File: src/rtl/slotpool_pkg.sv
package slotpool_pkg;

    typedef enum logic [1:0] {
        OP_ALLOC   = 2'b00,
        OP_FREE    = 2'b01,
        OP_RESERVE = 2'b10,
        OP_INVALID = 2'b11
    } slot_op_e;

    typedef enum logic {
        ST_IDLE = 1'b0,
        ST_SCAN = 1'b1
    } slot_state_e;

    // True when slot position pos lies in the run [lo, lo+cnt)
    function automatic logic in_run(input int pos, input int lo, input int cnt);
        return (pos >= lo) && (pos < lo + cnt);
    endfunction

endpackage

File: src/rtl/slotpool_map.sv
module slotpool_map #(
    parameter int NUM_SLOTS = 16,
    parameter int POS_W     = 5,
    parameter int LO_W      = 8
) (
    input  logic             clk,
    input  logic             rst,
    input  logic             set_en,
    input  logic             clr_en,
    input  logic [LO_W-1:0]  run_lo,
    input  logic [POS_W-1:0] run_cnt,
    input  logic [POS_W-1:0] rd_pos,
    output logic             rd_busy
);
    import slotpool_pkg::*;

    localparam int SEL_W = (NUM_SLOTS > 1) ? $clog2(NUM_SLOTS) : 1;

    logic [NUM_SLOTS-1:0] occ_q;

    for (genvar g = 0; g < NUM_SLOTS; g++) begin : g_slot
        logic hit;
        assign hit = in_run(g, int'(run_lo), int'(run_cnt));
        always_ff @(posedge clk) begin
            if (rst) begin
                occ_q[g] <= 1'b0;
            end else if (set_en && hit) begin
                occ_q[g] <= 1'b1;
            end else if (clr_en && hit) begin
                occ_q[g] <= 1'b0;
            end
        end
    end

    // Positions past the pool read as occupied
    assign rd_busy = (rd_pos < POS_W'(NUM_SLOTS)) ? occ_q[rd_pos[SEL_W-1:0]] : 1'b1;

endmodule

File: src/rtl/slotpool_scan.sv
module slotpool_scan #(
    parameter int POS_W = 5
) (
    input  logic             clk,
    input  logic             rst,
    input  logic             load,
    input  logic             step,
    input  logic [POS_W-1:0] lo,
    input  logic [POS_W-1:0] lim,
    input  logic [POS_W-1:0] need,
    input  logic             cur_busy,
    output logic [POS_W-1:0] pos,
    output logic [POS_W-1:0] run_base,
    output logic             found,
    output logic             exhausted
);
    logic [POS_W-1:0] pos_q;
    logic [POS_W-1:0] run_q;
    logic [POS_W:0]   run_next;

    assign run_next  = {1'b0, run_q} + 1'b1;
    assign exhausted = (pos_q >= lim);
    assign found     = !exhausted && !cur_busy && (run_next == {1'b0, need});
    assign run_base  = pos_q + 1'b1 - need;
    assign pos       = pos_q;

    always_ff @(posedge clk) begin
        if (rst) begin
            pos_q <= '0;
            run_q <= '0;
        end else if (load) begin
            pos_q <= lo;
            run_q <= '0;
        end else if (step) begin
            pos_q <= pos_q + 1'b1;
            run_q <= cur_busy ? '0 : run_next[POS_W-1:0];
        end
    end

endmodule

File: src/rtl/slotpool_alloc.sv
module slotpool_alloc #(
    parameter int NUM_SLOTS   = 16,
    parameter int BASE_OFFSET = 4,
    parameter int IDX_W       = 8
) (
    input  logic                               clk,
    input  logic                               rst,
    input  logic                               req_valid,
    output logic                               req_ready,
    input  logic [1:0]                         req_op,
    input  logic [$clog2(NUM_SLOTS+1)-1:0]     req_count,
    input  logic [IDX_W-1:0]                   req_index,
    output logic                               rsp_valid,
    output logic                               rsp_ok,
    output logic [IDX_W-1:0]                   rsp_index,
    output logic                               slots_avail
);
    import slotpool_pkg::*;

    localparam int POS_W = $clog2(NUM_SLOTS + 1);
    localparam logic [IDX_W-1:0] BASE = IDX_W'(BASE_OFFSET);

    slot_state_e      state_q;
    logic [POS_W-1:0] start_q, lim_q, cnt_q, span;
    logic             avail_q;
    logic             fire, scan_load, scan_step, free_ok;
    logic             set_en, cur_busy, found, exhausted;
    logic [POS_W-1:0] scan_pos, run_base;
    logic [IDX_W-1:0] free_lo, map_lo;
    logic [POS_W-1:0] map_cnt;
    slot_op_e         op;

    assign op        = slot_op_e'(req_op);
    assign req_ready = (state_q == ST_IDLE);
    assign fire      = req_valid && req_ready;
    assign span      = lim_q - start_q;
    assign free_lo   = req_index - BASE;
    assign free_ok   = fire && (op == OP_FREE) && (req_index != '0)
                       && (req_index >= BASE) && (req_count != '0);
    assign scan_load = fire && (op == OP_ALLOC) && (req_count != '0)
                       && (req_count <= span);
    assign scan_step = (state_q == ST_SCAN) && !found && !exhausted;
    assign set_en    = (state_q == ST_SCAN) && found;
    assign map_lo    = set_en ? IDX_W'(run_base) : free_lo;
    assign map_cnt   = set_en ? cnt_q : req_count;

    slotpool_map #(.NUM_SLOTS(NUM_SLOTS), .POS_W(POS_W), .LO_W(IDX_W)) map_i (
        .clk(clk), .rst(rst), .set_en(set_en), .clr_en(free_ok),
        .run_lo(map_lo), .run_cnt(map_cnt), .rd_pos(scan_pos), .rd_busy(cur_busy)
    );

    slotpool_scan #(.POS_W(POS_W)) scan_i (
        .clk(clk), .rst(rst), .load(scan_load), .step(scan_step),
        .lo(start_q), .lim(lim_q), .need(cnt_q), .cur_busy(cur_busy),
        .pos(scan_pos), .run_base(run_base), .found(found), .exhausted(exhausted)
    );

    always_ff @(posedge clk) begin
        if (rst) begin
            state_q   <= ST_IDLE;
            start_q   <= '0;
            lim_q     <= POS_W'(NUM_SLOTS);
            cnt_q     <= '0;
            avail_q   <= 1'b1;
            rsp_valid <= 1'b0;
            rsp_ok    <= 1'b0;
            rsp_index <= '0;
        end else begin
            rsp_valid <= 1'b0;
            rsp_ok    <= 1'b0;
            rsp_index <= '0;
            case (state_q)
                ST_IDLE: begin
                    if (fire) begin
                        case (op)
                            OP_ALLOC: begin
                                if (scan_load) begin
                                    state_q <= ST_SCAN;
                                    cnt_q   <= req_count;
                                end else begin
                                    rsp_valid <= 1'b1;
                                    if (req_count != '0) avail_q <= 1'b0;
                                end
                            end
                            OP_FREE: begin
                                rsp_valid <= 1'b1;
                                if (free_ok) begin
                                    rsp_ok    <= 1'b1;
                                    rsp_index <= req_index;
                                    avail_q   <= 1'b1;
                                end
                            end
                            OP_RESERVE: begin
                                rsp_valid <= 1'b1;
                                if (start_q < lim_q) begin
                                    rsp_ok    <= 1'b1;
                                    rsp_index <= BASE + IDX_W'(start_q);
                                    start_q   <= start_q + 1'b1;
                                    lim_q     <= lim_q - 1'b1;
                                end
                            end
                            default: rsp_valid <= 1'b1;
                        endcase
                    end
                end
                ST_SCAN: begin
                    if (exhausted) begin
                        state_q   <= ST_IDLE;
                        rsp_valid <= 1'b1;
                        avail_q   <= 1'b0;
                    end else if (found) begin
                        state_q   <= ST_IDLE;
                        rsp_valid <= 1'b1;
                        rsp_ok    <= 1'b1;
                        rsp_index <= BASE + IDX_W'(run_base);
                    end
                end
                default: state_q <= ST_IDLE;
            endcase
        end
    end

    assign slots_avail = avail_q;

endmodule

File: config.mk
export PLATFORM = sky130hd
export DESIGN_NAME = slotpool_alloc
export DESIGN_NICKNAME = d
export VERILOG_FILES = /design/src/rtl/slotpool_pkg.sv /design/src/rtl/slotpool_map.sv /design/src/rtl/slotpool_scan.sv /design/src/rtl/slotpool_alloc.sv
export SDC_FILE = /design/constraint.sdc
export NUM_CORES = 1
export LEC_CHECK = 0
export CAP_MARGIN = 10
export CORE_MARGIN = 5
export CORE_UTILIZATION = 35
export DETAILED_ROUTE_END_ITERATION = 8
export GPL_TIMING_DRIVEN = 0
export PLACE_DENSITY = 0.6
export SYNTH_ARGS = -nofsm -noshare
export SYNTH_HDL_FRONTEND = slang
export SYNTH_HIERARCHICAL = 1
export SYNTH_SLANG_ARGS = --single-unit
File: constraint.sdc
create_clock -name clk -period 9.5 [get_ports clk]
set_input_delay 1.425 -clock clk [delete_from_list [all_inputs] [get_ports clk]]
set_output_delay 1.425 -clock clk [all_outputs]
set_load 0.02 [all_outputs]
==> results of run 1 <==
-- cells in the final DEF (no fill, tap or decap), types with 5 or more instances in the layout --
| cell type | instances |
|---|---|
| clkbuf_1 | 15 |
| nor2_1 | 33 |
| a31oi_1 | 5 |
| nand2b_1 | 11 |
| nand2_1 | 31 |
| nor3_1 | 16 |
| mux2_2 | 7 |
| xor2_1 | 15 |
| clkbuf_16 | 5 |
| o21a_1 | 5 |
| ha_1 | 36 |
| or2_2 | 6 |
| clkdlybuf4s50_1 | 29 |
| mux2i_1 | 5 |
| inv_1 | 35 |
| o21ai_1 | 8 |
| xnor2_1 | 17 |
| mux4_2 | 5 |
| dfxtp_1 | 53 |
| a21o_1 | 9 |
| nand4_1 | 6 |
| o21ai_0 | 20 |
| or3_1 | 8 |
| a211oi_1 | 5 |
| a21oi_1 | 45 |
| a21bo_2 | 5 |
| nand3_1 | 19 |
-- logic make-up after synthesis --
| logic type | Yosys count |
|---|---|
| XOR/XNOR | 32 |
| adder cells (fa/ha/maj) | 39 |
| flip-flops | 53 |
| multiplexers | 17 |
| buffers and inverters | 59 |
| AO/OA/AOI/OAI | 149 |
| AND/OR/NAND/NOR | 151 |
-- state kept, by name, indices dropped and copies added, names as in the netlist --
register,count
map_i/occ_q,16
rsp_index,8
cnt_q,5
lim_q,5
scan_i/pos,5
scan_i/run_q,5
start_q,5
rsp_ok,1
rsp_valid,1
slots_avail,1
state_q,1
-- per-stage QoR --
| step | power [uW] | util, % |
|---|---|---|
| 6_report | 625 | 41.6 |
| 5_1_grt | 661 | 41.6 |
| 4_1_cts | 630 | 41.6 |
| 3_5_place_dp | 412 | 40.1 |
| 3_3_place_gp | 410 | 40.1 |
| 2_1_floorplan | 363 | - |
-- worst reg2reg max path, delay by kind of cell (launching register included) --
kind	cells	cell delay [ps]
flip-flops	1	690
adder cells (fa/ha/maj)	2	670
AND/OR/NAND/NOR	2	520
multiplexers	3	1530
AO/OA/AOI/OAI	8	2050
buffers and inverters	2	470
XOR/XNOR	1	140
-- worst paths after layout --
kind                               startpoint                     endpoint  slack (ps)  cells past startpoint
setup / recovery   scan_i/pos[0]$_SDFFE_PP0P_  map_i/occ_q[3]$_SDFFE_PP0P_        3340                     18
hold / removal    map_i/occ_q[1]$_SDFFE_PP0P_  map_i/occ_q[1]$_SDFFE_PP0P_         450                      2
setup reg to reg   scan_i/pos[0]$_SDFFE_PP0P_  map_i/occ_q[3]$_SDFFE_PP0P_        3340                     18
hold reg to reg   map_i/occ_q[1]$_SDFFE_PP0P_  map_i/occ_q[1]$_SDFFE_PP0P_         450                      2
-- report_power, final --
part,internal [uW],switching (uW)
Clock,132,83.7
Sequential,227,8.52
Combinational,67.5,106
-- routing by layer --
metal	vias up	wire length, um	track usage [%]
met2	116	5390	26.7
li1	1903	-	-
met3	11	698	2.94
met5	-	0	0
met1	1838	5200	21.8
met4	0	121	3.84
-- area by class of cell --
class,instances,area [um^2]
clock inverter,2,37.5
buffer,23,123
clock buffer,6,139
tap,143,179
multi-input combinational,388,2850
inverter,36,135
fill,1155,6750
sequential,53,1060
timing repair buffer,29,290
==> impl_metrics.toml, run 1 <==
[run_status]
status = "completed"

[routing]
drcViolationCount = 0
ant_nets = 0
first_iter_violations = 288
drt_wl_total_um = 11400
via_count = 3868
wl_per_cell_um = 16.8
first_pass_iters = 6
via_per_inst = 5.69

[global_route]
antenna_found_initial = 0
grt_pass1_wl_um = 18900
grt_usage_pct = 16.1
grt_max_degree = 17
grt-ovfl-total = 0
grt_pass1_vias = 3702

[clocking]
cts_root_buf = "clkbuf_16"
ctsResizeCount = 0
clk_pin_slew_ps = 70
clockBufferDepth = 2
cts_setup_buffers = 0
cts_tree = "yes"
h-tree-depth = 2
cts_buffers = 5
clkLatencyLatePin_ps = 290
cts_num_sinks = 53
cts_hold_buffers = 0

[die]
start_util_pct = 36.0
die_y_um = 119
die_width_um = 119
num_rows = 39
core-area_um2 = 11600
pin_count = 30
dieArea_um2 = 14200

[synth]
synth_compound_area_share_pct = 25.2
yosysSeqAreaShare_pct = 25.5
netlist_top_cells_count = "dfxtp_1, a21oi_1, ha_1, inv_1, nor2_1"
syn_area_per_cell_um2 = 8.34
ys_types = 69
synth_top_family_by_area = "compound AO/OA/AOI/OAI gates"
synth_fa_ha_area_share_pct = 12.2
synth_mux_area_share_pct = 5.79
synth-seq-cells = 53
yosys.area_share.simple_pct = 18.4
synth_area_leaders = "dfxtp_1, ha_1, a21oi_1, xnor2_1, inv_1"
syn-instance-count = 500
synth.top_cell.area_share_pct = 25.5
synthFlopType = "dfxtp_1"
synth_nets = 557
yosysMostFrequentCell = "dfxtp_1"
yosys.area.top_type = "dfxtp_1"
synth_edf_count = 0
ys.warnings.count = 6
synth.cell_area_um2 = 4170
synth-async-reset-ratio_pct = 0
synth-xor-area-share_pct = 6.72

[timing]
worstMarginPinSlew_ps = 842
fin_tns_setup_ps = 0
fin_ws_ps = 3340
relSlewSlack_pct = 43.4
rsz0062_at_grt = "no"
hold_viol = 0
holdWs_ps = 452
post-route-period-util_pct = 64.8
max_clock_freq_mhz = 162
drv_slew = 0
worst_clock_skew_ps = 6.25
timing.final.crit_period_ps = 6160
setup_viol = 0

[pwr]
p_leak_uw = 0.00181
ir_worst_vdd_uv = 70.0
cellPowerDensity_nw_per_um2 = 130

[worst_setup_path]
cp.required_ps = 9710
critPathBufInv = 2
path_cells = "mux4_2 -> mux4_2 -> or2_2 -> a211oi_1 -> o2111ai_1 -> a2111oi_2 -> nand2_1 -> clkinv_1 -> mux2_2 -> ha_1 -> fa_1 -> a21o_1 -> a21oi_1 -> xnor2_1 -> a2111oi_4 -> buf_6 -> a211oi_1 -> o32ai_2"
critPathArrivalTime_ps = 6370
cp_max_fo = 11
critPathSlowestCell = "dfxtp_1"
crit_family = "compound AO/OA/AOI/OAI gates"
criticalPathCategory = "reg2reg"
cp-end-kind = "flip-flop"
critPathLaunchType = "flip-flop"
slowest_delay_ps = 690

[cells_and_area]
antenna_cells = 0
stdcell_count = 680
drive_above_1_share_pct = 9.12
fin_area_um2 = 4810
finalNetCount = 593
area_growth_pct = 15.5

[placement]
postPlaceCellArea_um2 = 4640
portBuffers = 29
dpl_worst_slack_ps = 3320
gp_congestion = 0.868
dpl.hpwl_um = 8890
place_inst = 672

[flow_run]
drv_cap = 0

[min_path]
hold_path_class = "reg2reg"
Note: power is estimated with default switching activity, not from simulation.
==> inputs of run 2 (changes only) <==
Settings changed: PLACE_DENSITY 0.6 to 0.62.
Clock period 9.5 ns to 5.5 ns, I/O delays scaled along.
==> impl_metrics.toml, run 2 (synthesis gave the netlist of run 1 again) <==
[placement]
place_inst = 672
portBuffers = 29
dpl.hpwl_um = 8890
gp_congestion = 0.888
postPlaceCellArea_um2 = 4640

[global_route]
grt_pass1_wl_um = 19000
grt-ovfl-total = 0
grt_usage_pct = 16.4
antenna_found_initial = 0
grt_pass1_vias = 3680
grt_max_degree = 16

[routing]
wl_per_cell_um = 17.0
first_pass_iters = 6
first_iter_violations = 241
ant_nets = 0
via_count = 3871
drt_wl_total_um = 11600
drcViolationCount = 0
via_per_inst = 5.65

[die]
dieArea_um2 = 14200
num_rows = 39
start_util_pct = 36.0
die_y_um = 119
core-area_um2 = 11600
die_width_um = 119
pin_count = 30

[timing]
timing.final.crit_period_ps = 5310
relSlewSlack_pct = 44.9
worstMarginPinSlew_ps = 820
worst_clock_skew_ps = 10.2
max_clock_freq_mhz = 188
hold_viol = 0
setup_viol = 0
holdWs_ps = 460
rsz0062_at_grt = "no"
post-route-period-util_pct = 96.5
drv_slew = 0

[cells_and_area]
mostFrequentLayoutCell = "dfxtp_1"
layout_common_cells = "dfxtp_1, a21oi_1, ha_1"
area_growth_pct = 18.1
stdcell_count = 685
largest_reg_flops = 16
finish.utilization_pct = 42.6
antenna_cells = 0
drive_above_1_share_pct = 12.0
finalNetCount = 598
fin_area_um2 = 4920
top_register = "map_i/occ_q"
largestRegisters = "map_i/occ_q x16, rsp_index x8"

[pwr]
ir_worst_vdd_uv = 120
finalPower_uw = 1100
cellPowerDensity_nw_per_um2 = 223
p_leak_uw = 0.00186

[clocking]
clkLatencyLatePin_ps = 300
cts_hold_buffers = 0
cts_tree = "yes"
cts_num_sinks = 53
clk_pin_slew_ps = 70
cts_buffers = 5
h-tree-depth = 2
clockBufferDepth = 2
cts_root_buf = "clkbuf_16"

[worst_setup_path]
slowest_delay_ps = 540
critPathArrivalTime_ps = 5520
criticalPathCategory = "reg2reg"
path_cells = "mux4_2 -> mux4_2 -> or2_4 -> a211oi_2 -> o2111ai_2 -> a2111oi_4 -> nand2_2 -> clkinv_4 -> mux2_4 -> ha_1 -> fa_1 -> a21o_1 -> a21oi_2 -> xnor2_2 -> a2111oi_4 -> buf_6 -> a211oi_1 -> o32ai_2"
crit_family = "compound AO/OA/AOI/OAI gates"
cp.required_ps = 5710
critPathSlowestCell = "mux4_2"
cp-end-kind = "flip-flop"
cp_max_fo = 11
critPathBufInv = 2
critPathLaunchType = "flip-flop"

[flow_run]
drv_cap = 0

[run_status]
status = "completed"

[min_path]
hold_path_class = "reg2reg"
[run 2: changes by cell type in the layout (fill, tap and decap cells not counted), sizes merged]
cell,delta
clkinvlp,-1
buf,+5
clkbuf,+1
[run 2: path summary, 6_finish.rpt]
kind	startpoint	to	slack (ps)	depth (start not counted)
min	map_i/occ_q[0]$_SDFFE_PP0P_	map_i/occ_q[0]$_SDFFE_PP0P_	460	2
max	scan_i/pos[0]$_SDFFE_PP0P_	map_i/occ_q[3]$_SDFFE_PP0P_	190	18
min reg2reg	map_i/occ_q[0]$_SDFFE_PP0P_	map_i/occ_q[0]$_SDFFE_PP0P_	460	2
max reg2reg	scan_i/pos[0]$_SDFFE_PP0P_	map_i/occ_q[3]$_SDFFE_PP0P_	190	18
[run 2: per-layer routing]
metal | track usage, % | share of wire (%)
met1 | 22.2 | 47
met2 | 26.6 | 47
met3 | 3.41 | 6.1
met4 | 4.34 | 0.78
met5 | 0 | 0
[run 2: repair_timing]
item / in CTS / in global routing
endpoints found under the setup margin: 16 / 16
setup buffers: 5 / 0
pin swaps: 2 / 3
resized for setup: 9 / 13
cloned: 0 / 0
[run 2: per-stage QoR]
step | setup WS (ps) | TNS (ps)
2_1_floorplan | 169 | 0
3_3_place_gp | -666 | -9310
3_5_place_dp | -679 | -9580
4_1_cts | 9.04 | 0
5_1_grt | 5.05 | 0
6_report | 192 | 0
[run 2: cell type report]
| cell class | instances | area, um^2 |
|---|---|---|
| plain buffers | 23 | 129 |
| clock buffers | 7 | 143 |
| clock inverters | 1 | 30.0 |
| fillers | 1164 | 6640 |
| inverters | 36 | 140 |
| multi-input cells | 388 | 2910 |
| flip-flops and latches | 53 | 1070 |
| well taps | 143 | 179 |
| repair buffers | 34 | 328 |
[run 2: worst register-to-register path, delay by kind of cell (launching register included)]
kind,cells,cell delay (ps)
flops,1,420
fa+ha+maj,2,660
simple gates,2,430
buf+inv,2,330
compound gates,8,1930
xor+xnor,1,110
mux,3,1360
[run 2: power by group]
part	internal (uW)	switching (uW)
sequential	393	14.1
clock	228	146
combinational	126	191
total	747	351
==> inputs of run 3 (changes only) <==
Settings changed: CAP_MARGIN 10 to 20.
==> results of run 3 <==
No change in the layout: final DEF, timing and power equal those of run 2.
